## src/rtl/sar_port_pkg.sv

```systemverilog
package sar_port_pkg;
   typedef enum logic [1:0] {
      ST_SHUT  = 2'd0,
      ST_ACQ   = 2'd1,
      ST_XFER  = 2'd2,
      ST_FAULT = 2'd3
   } frame_state_t;
endpackage

```

## src/rtl/sar_edge_det.sv

```systemverilog
module sar_edge_det #(
   parameter int              WIDTH   = 2,
   parameter logic [WIDTH-1:0] RST_VAL = '0
) (
   input  logic             clk,
   input  logic             rst_n,
   input  logic [WIDTH-1:0] din,
   output logic [WIDTH-1:0] fall
);
   if (WIDTH < 1) begin : g_bad_width
      $error("sar_edge_det: WIDTH must be at least 1");
   end

   for (genvar g = 0; g < WIDTH; g++) begin : g_bit
      logic prev_q;
      always_ff @(posedge clk or negedge rst_n) begin
         if (!rst_n) prev_q <= RST_VAL[g];
         else        prev_q <= din[g];
      end
      assign fall[g] = prev_q & ~din[g];
   end
endmodule

```

## src/rtl/sar_frame_seq.sv

```systemverilog
module sar_frame_seq
   import sar_port_pkg::*;
#(
   parameter int NULL_FALL = 2,
   parameter int CNT_W     = 5,
   parameter int SAT_CNT   = 26
) (
   input  logic             clk,
   input  logic             rst_n,
   input  logic             cs_n,
   input  logic             cs_fall,
   input  logic             sclk,
   input  logic             sclk_fall,
   output frame_state_t     state,
   output logic [CNT_W-1:0] fall_cnt,
   output logic             latch_en
);
   frame_state_t     state_n;
   logic [CNT_W-1:0] cnt_n;

   always_comb begin
      state_n  = state;
      cnt_n    = fall_cnt;
      latch_en = 1'b0;
      if (cs_n) begin
         state_n = ST_SHUT;
         cnt_n   = '0;
      end else if (cs_fall) begin
         cnt_n   = '0;
         state_n = sclk ? ST_FAULT : ST_ACQ;
      end else if (sclk_fall && (state == ST_ACQ || state == ST_XFER)) begin
         if (fall_cnt != CNT_W'(SAT_CNT)) cnt_n = fall_cnt + 1'b1;
         if (state == ST_ACQ && fall_cnt == CNT_W'(NULL_FALL - 1)) begin
            state_n  = ST_XFER;
            latch_en = 1'b1;
         end
      end
   end

   always_ff @(posedge clk or negedge rst_n) begin
      if (!rst_n) begin
         state    <= ST_SHUT;
         fall_cnt <= '0;
      end else begin
         state    <= state_n;
         fall_cnt <= cnt_n;
      end
   end
endmodule

```

## src/rtl/sar_bit_select.sv

```systemverilog
module sar_bit_select
   import sar_port_pkg::*;
#(
   parameter int DATA_W     = 12,
   parameter int NULL_FALL  = 2,
   parameter int CNT_W      = 5,
   parameter bit REPEAT_LSB = 1'b1
) (
   input  frame_state_t      state,
   input  logic [CNT_W-1:0]  fall_cnt,
   input  logic [DATA_W-1:0] word,
   output logic              dout,
   output logic              dout_oe
);
   localparam int MSB_END = NULL_FALL + DATA_W;

   logic msb_bit, lsb_bit;

   always_comb begin
      msb_bit = 1'b0;
      for (int i = 0; i < DATA_W; i++) begin
         if (fall_cnt == CNT_W'(MSB_END - i)) msb_bit = word[i];
      end
   end

   if (REPEAT_LSB) begin : g_repeat
      always_comb begin
         lsb_bit = 1'b0;
         for (int i = 1; i < DATA_W; i++) begin
            if (fall_cnt == CNT_W'(MSB_END + i)) lsb_bit = word[i];
         end
      end
   end else begin : g_zero_tail
      assign lsb_bit = 1'b0;
   end

   assign dout_oe = (state == ST_XFER);
   assign dout    = dout_oe & (msb_bit | lsb_bit);
endmodule

```

## src/rtl/sar_serial_port.sv

```systemverilog
module sar_serial_port
   import sar_port_pkg::*;
#(
   parameter int DATA_W     = 12,
   parameter int NULL_FALL  = 2,
   parameter bit REPEAT_LSB = 1'b1
) (
   input  logic              clk,
   input  logic              rst_n,
   input  logic              sclk,
   input  logic              cs_n,
   input  logic [DATA_W-1:0] sample_in,
   output logic              dout,
   output logic              dout_oe,
   output logic              frame_err
);
   localparam int SAT_CNT = NULL_FALL + 2 * DATA_W;
   localparam int CNT_W   = $clog2(SAT_CNT + 1);

   if (DATA_W < 2) begin : g_bad_data_w
      $error("sar_serial_port: DATA_W must be at least 2");
   end
   if (NULL_FALL < 1) begin : g_bad_null
      $error("sar_serial_port: NULL_FALL must be at least 1");
   end

   logic [1:0]        falls;
   frame_state_t      state;
   logic [CNT_W-1:0]  fall_cnt;
   logic              latch_en;
   logic [DATA_W-1:0] word_q;

   sar_edge_det #(.WIDTH(2), .RST_VAL(2'b10)) i_edges (
      .clk   (clk),
      .rst_n (rst_n),
      .din   ({cs_n, sclk}),
      .fall  (falls)
   );

   sar_frame_seq #(.NULL_FALL(NULL_FALL), .CNT_W(CNT_W), .SAT_CNT(SAT_CNT)) i_seq (
      .clk       (clk),
      .rst_n     (rst_n),
      .cs_n      (cs_n),
      .cs_fall   (falls[1]),
      .sclk      (sclk),
      .sclk_fall (falls[0]),
      .state     (state),
      .fall_cnt  (fall_cnt),
      .latch_en  (latch_en)
   );

   always_ff @(posedge clk or negedge rst_n) begin
      if (!rst_n)                 word_q <= '0;
      else if (cs_n || falls[1])  word_q <= '0;
      else if (latch_en)          word_q <= sample_in;
   end

   sar_bit_select #(.DATA_W(DATA_W), .NULL_FALL(NULL_FALL), .CNT_W(CNT_W),
                    .REPEAT_LSB(REPEAT_LSB)) i_sel (
      .state    (state),
      .fall_cnt (fall_cnt),
      .word     (word_q),
      .dout     (dout),
      .dout_oe  (dout_oe)
   );

   assign frame_err = (state == ST_FAULT);
endmodule

```

## config.mk

```make
export PLATFORM = sky130hd
export DESIGN_NAME = sar_serial_port
export DESIGN_NICKNAME = d
export VERILOG_FILES = /design/src/rtl/sar_port_pkg.sv /design/src/rtl/sar_edge_det.sv /design/src/rtl/sar_frame_seq.sv /design/src/rtl/sar_bit_select.sv /design/src/rtl/sar_serial_port.sv
export SDC_FILE = /design/constraint.sdc
export NUM_CORES = 1
export LEC_CHECK = 0
export ABC_CLOCK_PERIOD_IN_PS = 3200
export CORE_MARGIN = 1
export CORE_UTILIZATION = 45
export DETAILED_ROUTE_END_ITERATION = 6
export DONT_BUFFER_PORTS = 1
export SYNTH_ARGS = -nofsm -noshare
export SYNTH_HDL_FRONTEND = slang
export SYNTH_SLANG_ARGS = --single-unit
```

## constraint.sdc

```tcl
create_clock -name clk -period 3.2 [get_ports clk]
set_input_delay 0.96 -clock clk [delete_from_list [all_inputs] [get_ports clk]]
set_output_delay 0.96 -clock clk [all_outputs]
set_load 0.02 [all_outputs]
```

Word level (Yosys, flattened, before mapping). Cells that the tools add are included.

Add/sub/neg operators: 1. Equality and inequality tests: 28. Muxes and demuxes: 38. Bitwise logic cells: 6. Reductions and logical operators: 10.

Operators with widths (number): $eq 5x5->1 const B (10); $eq 5x4->1 const B (8); $mux 1 (27); $mux 12 (2); $eq 5x3->1 const B (4); $mux 5 (4); $mux 2 (5); $reduce_bool 3->1 (3); $add 5x1->5 const B (1); $eq 5x1->1 const B (1); $eq 5x2->1 const B (1); $ne 5x5->1 const B (1); $eq 2x2->1 const B (2); $reduce_and 2->1 (2); $and 1x1->1 (3); $eq 2x1->1 const B (1); $logic_and 1x1->1 (2); $logic_or 1x1->1 (2); $not 1->1 (2); $reduce_bool 2->1 (1); $or 1x1->1 (1).

Register bits: 21. Bits of input ports: 16. Output and inout port bits: 3. Word-level logic and storage cells: 88.

Logic depth before layout (Yosys ltp). Gate-level depths: netlist of the first run.

Depth after elaboration: 15. Mapped depth: 9. Gate-level depth less buffers: 8.

Cells and area by module. A second synthesis of the first run with hierarchy kept.

Cell total of the unflattened synthesis: 139. Area total of the unflattened synthesis: 1386.3 um^2.

By module, submodules not included: sar_serial_port (times used 1, cells each 40, area an instance 494.2 um^2, seq. area each 300.3 um^2); sar_frame_seq (times used 1, cells each 45, area an instance 442.9 um^2, seq. area each 175.2 um^2); sar_bit_select (times used 1, cells each 50, area an instance 370.4 um^2, seq. area each 0.0 um^2); sar_edge_det (times used 1, cells each 4, area an instance 78.8 um^2, seq. area each 51.3 um^2).

Worst setup path before layout of the first run. No wires, ideal clock.

Kind: reg-to-output. Start: reg i_seq.fall_cnt[0]. End: out dout. Arrival: 1.990 ns. Required time: 2.240 ns. Setup slack: 0.250 ns. Stages on the path, launching flop included: 10. Buffers on the path: 1. Cells stage by stage: dfrtp_1 ha_1 clkbuf_1 and3_1 ha_1 nand2_1 o31ai_1 o2111ai_1 a221oi_1 a221o_1.

Longest elaborated chain between the ends: 15. Elaborated cells between the ends (all ways): 48. Classes of those cells: 23 x eq/ne; 23 x mux; 2 x bitwise.

Ends and longest elaborated chain: from (decl) (RTL line sar_frame_seq.sv:15) `output logic [CNT_W-1:0] fall_cnt,`; from (signal assigned) (RTL line sar_frame_seq.sv:46) `fall_cnt <= cnt_n;`; $eq 5x4->1 (RTL line sar_bit_select.sv:22) `if (fall_cnt == CNT_W'(MSB_END - i)) msb_bit = word[i];`; $mux 1 (12 in series) (RTL line sar_bit_select.sv:22); $or 1x1->1 (*) (RTL line sar_bit_select.sv:38) `assign dout = dout_oe & (msb_bit | lsb_bit);`; $and 1x1->1 (*) (RTL line sar_bit_select.sv:38); to (decl) (RTL line sar_serial_port.sv:13) `output logic dout,`.

Every way passes the cells marked *; elsewhere a longest branch is shown, timed or not.

Worst setup path in the final report of the first run.
Start: reg i_seq.fall_cnt[1]. End: out dout.

Same word-level chain as after synthesis.

==> impl_metrics.csv, run 1 <==
group,metric,value,unit
timing,drv_slew,0,
timing,finClkSkew,0.002118,ns
yosys,synth_top_family_by_area,"simple AND/OR/NAND/NOR gates",
global_routing,grt_antenna_before_repair,0,
timing,layout_setup_ws,0.01547,ns
final_layout,final_common_cell,"nor2_1",
clocking,worst_skew_pair.late_latency,0.30,ns
clocking,cts-root-buf,"clkbuf_4",
placed_design,portBuffers,0,
yosys,synthAdderAreaFrac,7.414,%
yosys,synth_xor_area_share,1.946,%
global_routing,grt_pass1_vias,1058,
setup_path,path_delay_family,"compound AO/OA/AOI/OAI gates",
yosys,syn_avg_cell_area,9.061,µm²
setup_path,worstSetupEndpointType,"primary output",
timing,worst_slew_pin_slew,0.4749,ns
clocking,clockBufferDepth,2,
route,drc_errors,0,
route,routed_wl,2.823,mm
clocking,clock-sinks,21,
clocking,cts_made_buffers,3,
floorplan,core_area,2805,µm²
floorplan,die_h,56.78,µm
yosys,synth-simple-area-share,18.26,%
final_layout,fillers,279,
final_layout,utilization,52.90,%
setup_path,max_stage_delay,0.53,ns
final_layout,fin_nets,174,
setup_path,reg2regPathDepth,7,
setup_path,rr_endpoint,"word_q[6]",
yosys,muxShareOfSynthArea,9.639,%
yosys,syn-num-nets,173,
final_layout,final_cell_mix,"nor2_1, dfrtp_1, mux2i_1, nand2_1, a21oi_1",
floorplan,initial_core_util,48.13,%
run,maxCapViolCount,0,
floorplan,die_x,56.78,µm
final_layout,antenna_cells,0,
yosys,synth_top_area_share,37.07,%
power_and_ir_drop,powerDensity,287.4,nW/µm²
yosys,synthArstFlopShare,100.0,%
setup_path,path_cells,"buf_4 > ha_2 > or4b_1 > o2bb2ai_1 > a221o_1",
clocking,clk_pin_slew,0.11,ns
setup_path,critPathArrivalTime,2.22,ns
setup_path,rrSetupSlack,1.08,ns
power_and_ir_drop,p_leak,0.6507,nW
timing,rsz0062_at_grt,"yes",
timing,setup_violations,0,
yosys,synth_cell_types,40,
timing,hold_viol,0,
timing,fin_crit_sh,99.52,%
placed_design,gp_congestion,0.8694,
floorplan,rows,19,
timing,fin_crit,3.185,ns
clocking,tritoncts,"done",
yosys,synth_area,1350,µm²
floorplan,dieArea,3223,µm²
yosys,synth_compound_area_share,16.59,%
timing,maxSlewHeadroom,67.52,%
global_routing,gr-total-overflow,0,
floorplan,ios,19,
yosys,synth_edf_count,0,
timing,fmax,314.0,MHz
yosys,yosys_warnings,0,
min_path,hp-class,"primary input to asynchronous set/reset pin",
global_routing,grt_pass1_wl,4.692,mm
yosys,syn_inst,149,
setup_path,reg2reg_from,"i_seq.state[0]",
setup_path,cpMaxStageDelayCell,"or4b_1",
setup_path,setup.worst_path.class,"flip-flop to primary output",
final_layout,syn_to_final_growth,9.916,%
clocking,ctsHoldBuffers,0,
setup_path,crit_fanout,10,
power_and_ir_drop,max-vdd-ir-drop,0.1824,mV
yosys,ys_seq_area_share,39.02,%
route,vias_per_cell,5.811,
clocking,h-tree-depth,1,
yosys,synth_top_area_cell,"dfrtp_1",
run_status,status,"completed",
route,drt_iter0_drc,28,
global_routing,grt_max_degree,22,
yosys,yosys_most_used_dff,"dfrtp_1",
placed_design,place_ws,0.2886,ns
setup_path,critPathLaunchType,"flip-flop",
placed_design,hpwl,2.019,mm
yosys,ys_ff_latch,21,
route,wl_per_cell,15.68,µm
route,drtAntennaViolNets,0,
setup_path,required,2.24,ns
final_layout,layout-drive-gt1-share,17.45,%
setup_path,worstPathBufferInverterCount,1,
global_routing,grt_use_total,18.73,%
yosys,ys_top_cells_by_area,"dfrtp_1, mux2i_1, ha_1, nor2_1, a21oi_1",
route,dr.pass1.iters,4,
route,vias,1046,
==> stage by stage <==
stage	power [mW]	instance area, µm²	setup TNS (ns)	cells	hold WS [ns]
3_5_place_dp	0.3015	1370	0	175	0.5152
6_report	0.4264	1484	0	180	0.3340
4_1_cts	0.4339	1401	0	179	0.3176
5_1_grt	0.4431	1484	-0.09003	180	0.3121
3_3_place_gp	0.3013	1370	0	175	0.5078
2_1_floorplan	0.2975	1350	0	149	0.4809
==> state kept, by name, summed over array words and instances, names as in the netlist <==
| signal | cells |
|---|---|
| word_q | 12 |
| i_seq.fall_cnt | 5 |
| i_edges.g_bit.prev_q | 2 |
| i_seq.state | 2 |
==> cell families after synthesis <==
kind of cell,after synthesis
and+or+nand+nor,50
xor gates and xnor gates,3
DFF,21
muxes,13
buffers and inverters,21
AOI/OAI and AO/OA,33
adders and majority gates,8
==> cells in the mapped netlist, types with 2 or more instances <==
library cell,count
nor2b_1,3
mux2i_1,13
xnor2_1,3
inv_1,10
dfrtp_1,20
nand4_1,3
nor2_1,23
o21ai_0,4
o31ai_1,2
nand2_1,11
clkbuf_1,3
a21oi_1,10
buf_2,3
nand3b_1,2
and3_1,2
buf_4,3
ha_1,8
a211oi_1,3
o21ai_1,2
==> what timing repair did <==
action | in CTS | in global routing
setup endpoints to repair | 1 | 1
gates resized for setup | 2 | 15
buffers inserted | 0 | 1
pin swaps | 0 | 7
==> per-layer routing <==
layer	share of wire, %	GRT usage, %	wire length [µm]
met1	50	25.55	1418
met4	0.60	8.362	17
met5	0	0	0
met2	45	29.59	1284
met3	3.6	2.535	102
==> area by class of cell <==
class	instances	area (µm²)	area share, %
well taps	31	38.79	2.614
inverters	12	47.55	3.204
flip-flops and latches	21	528.0	35.58
clock buffers	4	26.28	1.771
repair buffers	5	41.29	2.782
multi-input cells	107	802.0	54.05
==> worst max path at each step <==
stage | depth (start not counted) | to | from
after floorplan | 9 | dout | i_seq.fall_cnt[0]
after global placement | 6 | dout | i_seq.fall_cnt[0]
after detailed placement | 6 | dout | i_seq.fall_cnt[0]
after CTS | 7 | dout | i_seq.fall_cnt[1]
after global routing | 8 | dout | i_seq.fall_cnt[1]
final | 5 | dout | i_seq.fall_cnt[1]
==> power by group <==
group          total [mW]  switching (mW)  internal [mW]
clock network       0.128          0.0792         0.0486
registers           0.273         0.00393          0.269
logic              0.0253          0.0152         0.0101
Power figures use the tool's default switching activity.
==> run 2: changes to the inputs <==
--- a/config.mk
+++ b/config.mk
@@ -10,6 +10,7 @@
 export CORE_UTILIZATION = 45
 export DETAILED_ROUTE_END_ITERATION = 6
 export DONT_BUFFER_PORTS = 1
+export GPL_TIMING_DRIVEN = 0
 export SYNTH_ARGS = -nofsm -noshare
 export SYNTH_HDL_FRONTEND = slang
 export SYNTH_SLANG_ARGS = --single-unit
==> run 2 against run 1 <==
  * The flow now finishes with violations (setup timing)
  * Clock power rose by 5%
  * Final cell count rose by 7.8%
  * First-iteration DRC count did not move
  * Critical endpoint unchanged
  * Setup slack got worse by 0.070 ns
  * Global-route usage rose by 1.7 points
  * Via count rose by 7.9%
  * Utilization rose by 7.5 points
  * Critical path depth rose by 2
  * Sequential share of layout area fell by 4.4 points
  * Worst hold slack got worse by 0.015 ns
==> impl_metrics.csv, run 2 (synthesized netlist as in run 1, its figures left out) <==
group,metric,value,unit
run_status,status,"finished, violations left",
run_status,violations,"setup timing",
timing,tns,-0.05422,ns
timing,layout_setup_ws,-0.05422,ns
setup_path,reg2regPathDepth,9,
route,drt_iter0_drc,28,
clocking,ctsHoldBuffers,0,
final_layout,syn_to_final_growth,25.58,%
final_layout,utilization,60.44,%
timing,fmax,307.3,MHz
global_routing,grt_pass1_wl,5.106,mm
floorplan,die_h,56.78,µm
timing,maxSlewHeadroom,65.76,%
final_layout,reg_top3,"word_q x12, i_seq.fall_cnt x5",
placed_design,gp_congestion,0.8406,
route,dr.pass1.iters,4,
global_routing,grt_antenna_before_repair,0,
setup_path,critPathArrivalTime,2.29,ns
setup_path,critPathLaunchType,"flip-flop",
route,wl_per_cell,16.84,µm
final_layout,largest_reg_flops,12,
setup_path,cpMaxStageDelayCell,"a2111oi_1",
timing,fin_crit_sh,101.7,%
clocking,cts-root-buf,"clkbuf_4",
clocking,h-tree-depth,1,
timing,drv_slew,0,
timing,fin_crit,3.254,ns
placed_design,place_ws,-0.09842,ns
placed_design,hpwl,2.103,mm
timing,hold_viol,0,
final_layout,final_area,1695,µm²
global_routing,grt_use_total,20.44,%
setup_path,worstSetupEndpointType,"primary output",
final_layout,antenna_cells,0,
power_and_ir_drop,max-vdd-ir-drop,0.1929,mV
final_layout,fin_nets,188,
placed_design,portBuffers,0,
final_layout,layout-drive-gt1-share,30.67,%
setup_path,path_cells,"buf_6 > inv_4 > ha_4 > nor2b_2 > a2111oi_1 > o311a_1 > a221o_1",
timing,finClkSkew,0.004539,ns
global_routing,gr-total-overflow,0,
route,drc_errors,0,
final_layout,final_cell_mix,"nor2_1, dfrtp_1, mux2i_1, buf_4, nand2_1",
floorplan,die_x,56.78,µm
setup_path,max_stage_delay,0.48,ns
floorplan,core_area,2805,µm²
route,drtAntennaViolNets,0,
final_layout,top_register,"word_q",
floorplan,initial_core_util,48.13,%
power_and_ir_drop,powerDensity,259.6,nW/µm²
final_layout,final_common_cell,"nor2_1",
setup_path,setup.worst_path.class,"flip-flop to primary output",
clocking,clockBufferDepth,2,
global_routing,grt_max_degree,22,
clocking,clk_pin_slew,0.12,ns
route,vias,1129,
setup_path,crit_fanout,4,
power_and_ir_drop,total_power,440.1,µW
timing,worst_slew_pin_slew,0.5122,ns
run,maxCapViolCount,0,
timing,rsz0062_at_grt,"yes",
global_routing,grt_pass1_vias,1090,
min_path,hp-class,"primary input to asynchronous set/reset pin",
timing,setup_violations,1,
route,vias_per_cell,5.820,
clocking,clock-sinks,21,
clocking,tritoncts,"done",
floorplan,ios,19,
clocking,cts_made_buffers,3,
power_and_ir_drop,p_leak,0.7344,nW
floorplan,rows,19,
setup_path,required,2.24,ns
floorplan,dieArea,3223,µm²
placed_design,placed_area,1389,µm²
clocking,worst_skew_pair.late_latency,0.31,ns
route,routed_wl,3.267,mm
run 2: changes by cell type in the layout (fill, tap and decap cells not counted), moves of 3 or more:
cell and change:
buf_4 +8, buf_6 +3, o21ai_1 +3, o21ai_0 -4, ha_4 +3
run 2: final cells by class:
cell class                 count  area (µm²)
multi-input combinational    107       889.6
fill                         234        1110
tap                           31       38.79
clock buffer                   4       26.28
sequential                    21       528.0
timing repair buffer          12       110.1
inverter                      12       50.05
buffer                         7       52.55
run 2: path summary, 6_finish.rpt:
path                                   startpoint                 endpoint  slack [ns]
worst max register to register  i_seq.fall_cnt[0]        i_seq.fall_cnt[2]        1.19
worst min-delay path                        rst_n        i_seq.fall_cnt[2]        0.32
worst max-delay path            i_seq.fall_cnt[0]                     dout       -0.05
min in group clk                        word_q[0]                word_q[0]        0.54
worst min register to register          word_q[0]                word_q[0]        0.54
max in group asynchronous                   rst_n  i_edges.g_bit[1].prev_q        2.71
run 2: critical path: cells and delay by family, from the launching register on:
family	cells	cell delay [ns]
AO/OA/AOI/OAI	3	1.01
flip-flops	1	0.44
buffers and inverters	2	0.20
adder cells (fa/ha/maj)	1	0.17
AND/OR/NAND/NOR	1	0.15
run 2: per-stage QoR:
| stage | std cells | hold slack [ns] |
|---|---|---|
| after floorplan | 149 | 0.4809 |
| after global placement | 180 | 0.5044 |
| after detailed placement | 180 | 0.5151 |
| after CTS | 187 | 0.3191 |
| after global routing | 194 | 0.3039 |
| final | 194 | 0.3190 |
run 2: report_power, final:
part | total [mW] | switching, mW | internal, mW
sequential | 0.272 | 0.00281 | 0.269
combinational | 0.0330 | 0.0193 | 0.0137
clock | 0.135 | 0.0862 | 0.0487
run 2: per-layer routing:
metal	up-vias	wire length, µm	global-route usage, %
met5	-	0	0
met1	547	1503	28.55
met4	0	44	8.711
li1	550	-	-
met3	5	183	3.687
met2	27	1534	30.95
run 2: repair_timing:
| action | in CTS | in global routing |
|---|---|---|
| cloned | 0 | 1 |
| gates resized for setup | 14 | 36 |
| setup buffers | 4 | 7 |
| pin swaps | 6 | 11 |
| setup endpoints to repair | 1 | 1 |
==> run 3: changes to the inputs <==
--- a/config.mk
+++ b/config.mk
@@ -6,6 +6,7 @@
 export NUM_CORES = 1
 export LEC_CHECK = 0
 export ABC_CLOCK_PERIOD_IN_PS = 3200
+export CAP_MARGIN = 20
 export CORE_MARGIN = 1
 export CORE_UTILIZATION = 45
 export DETAILED_ROUTE_END_ITERATION = 6
==> results of run 3 <==
No change in the layout: final DEF, timing and power equal those of run 2.
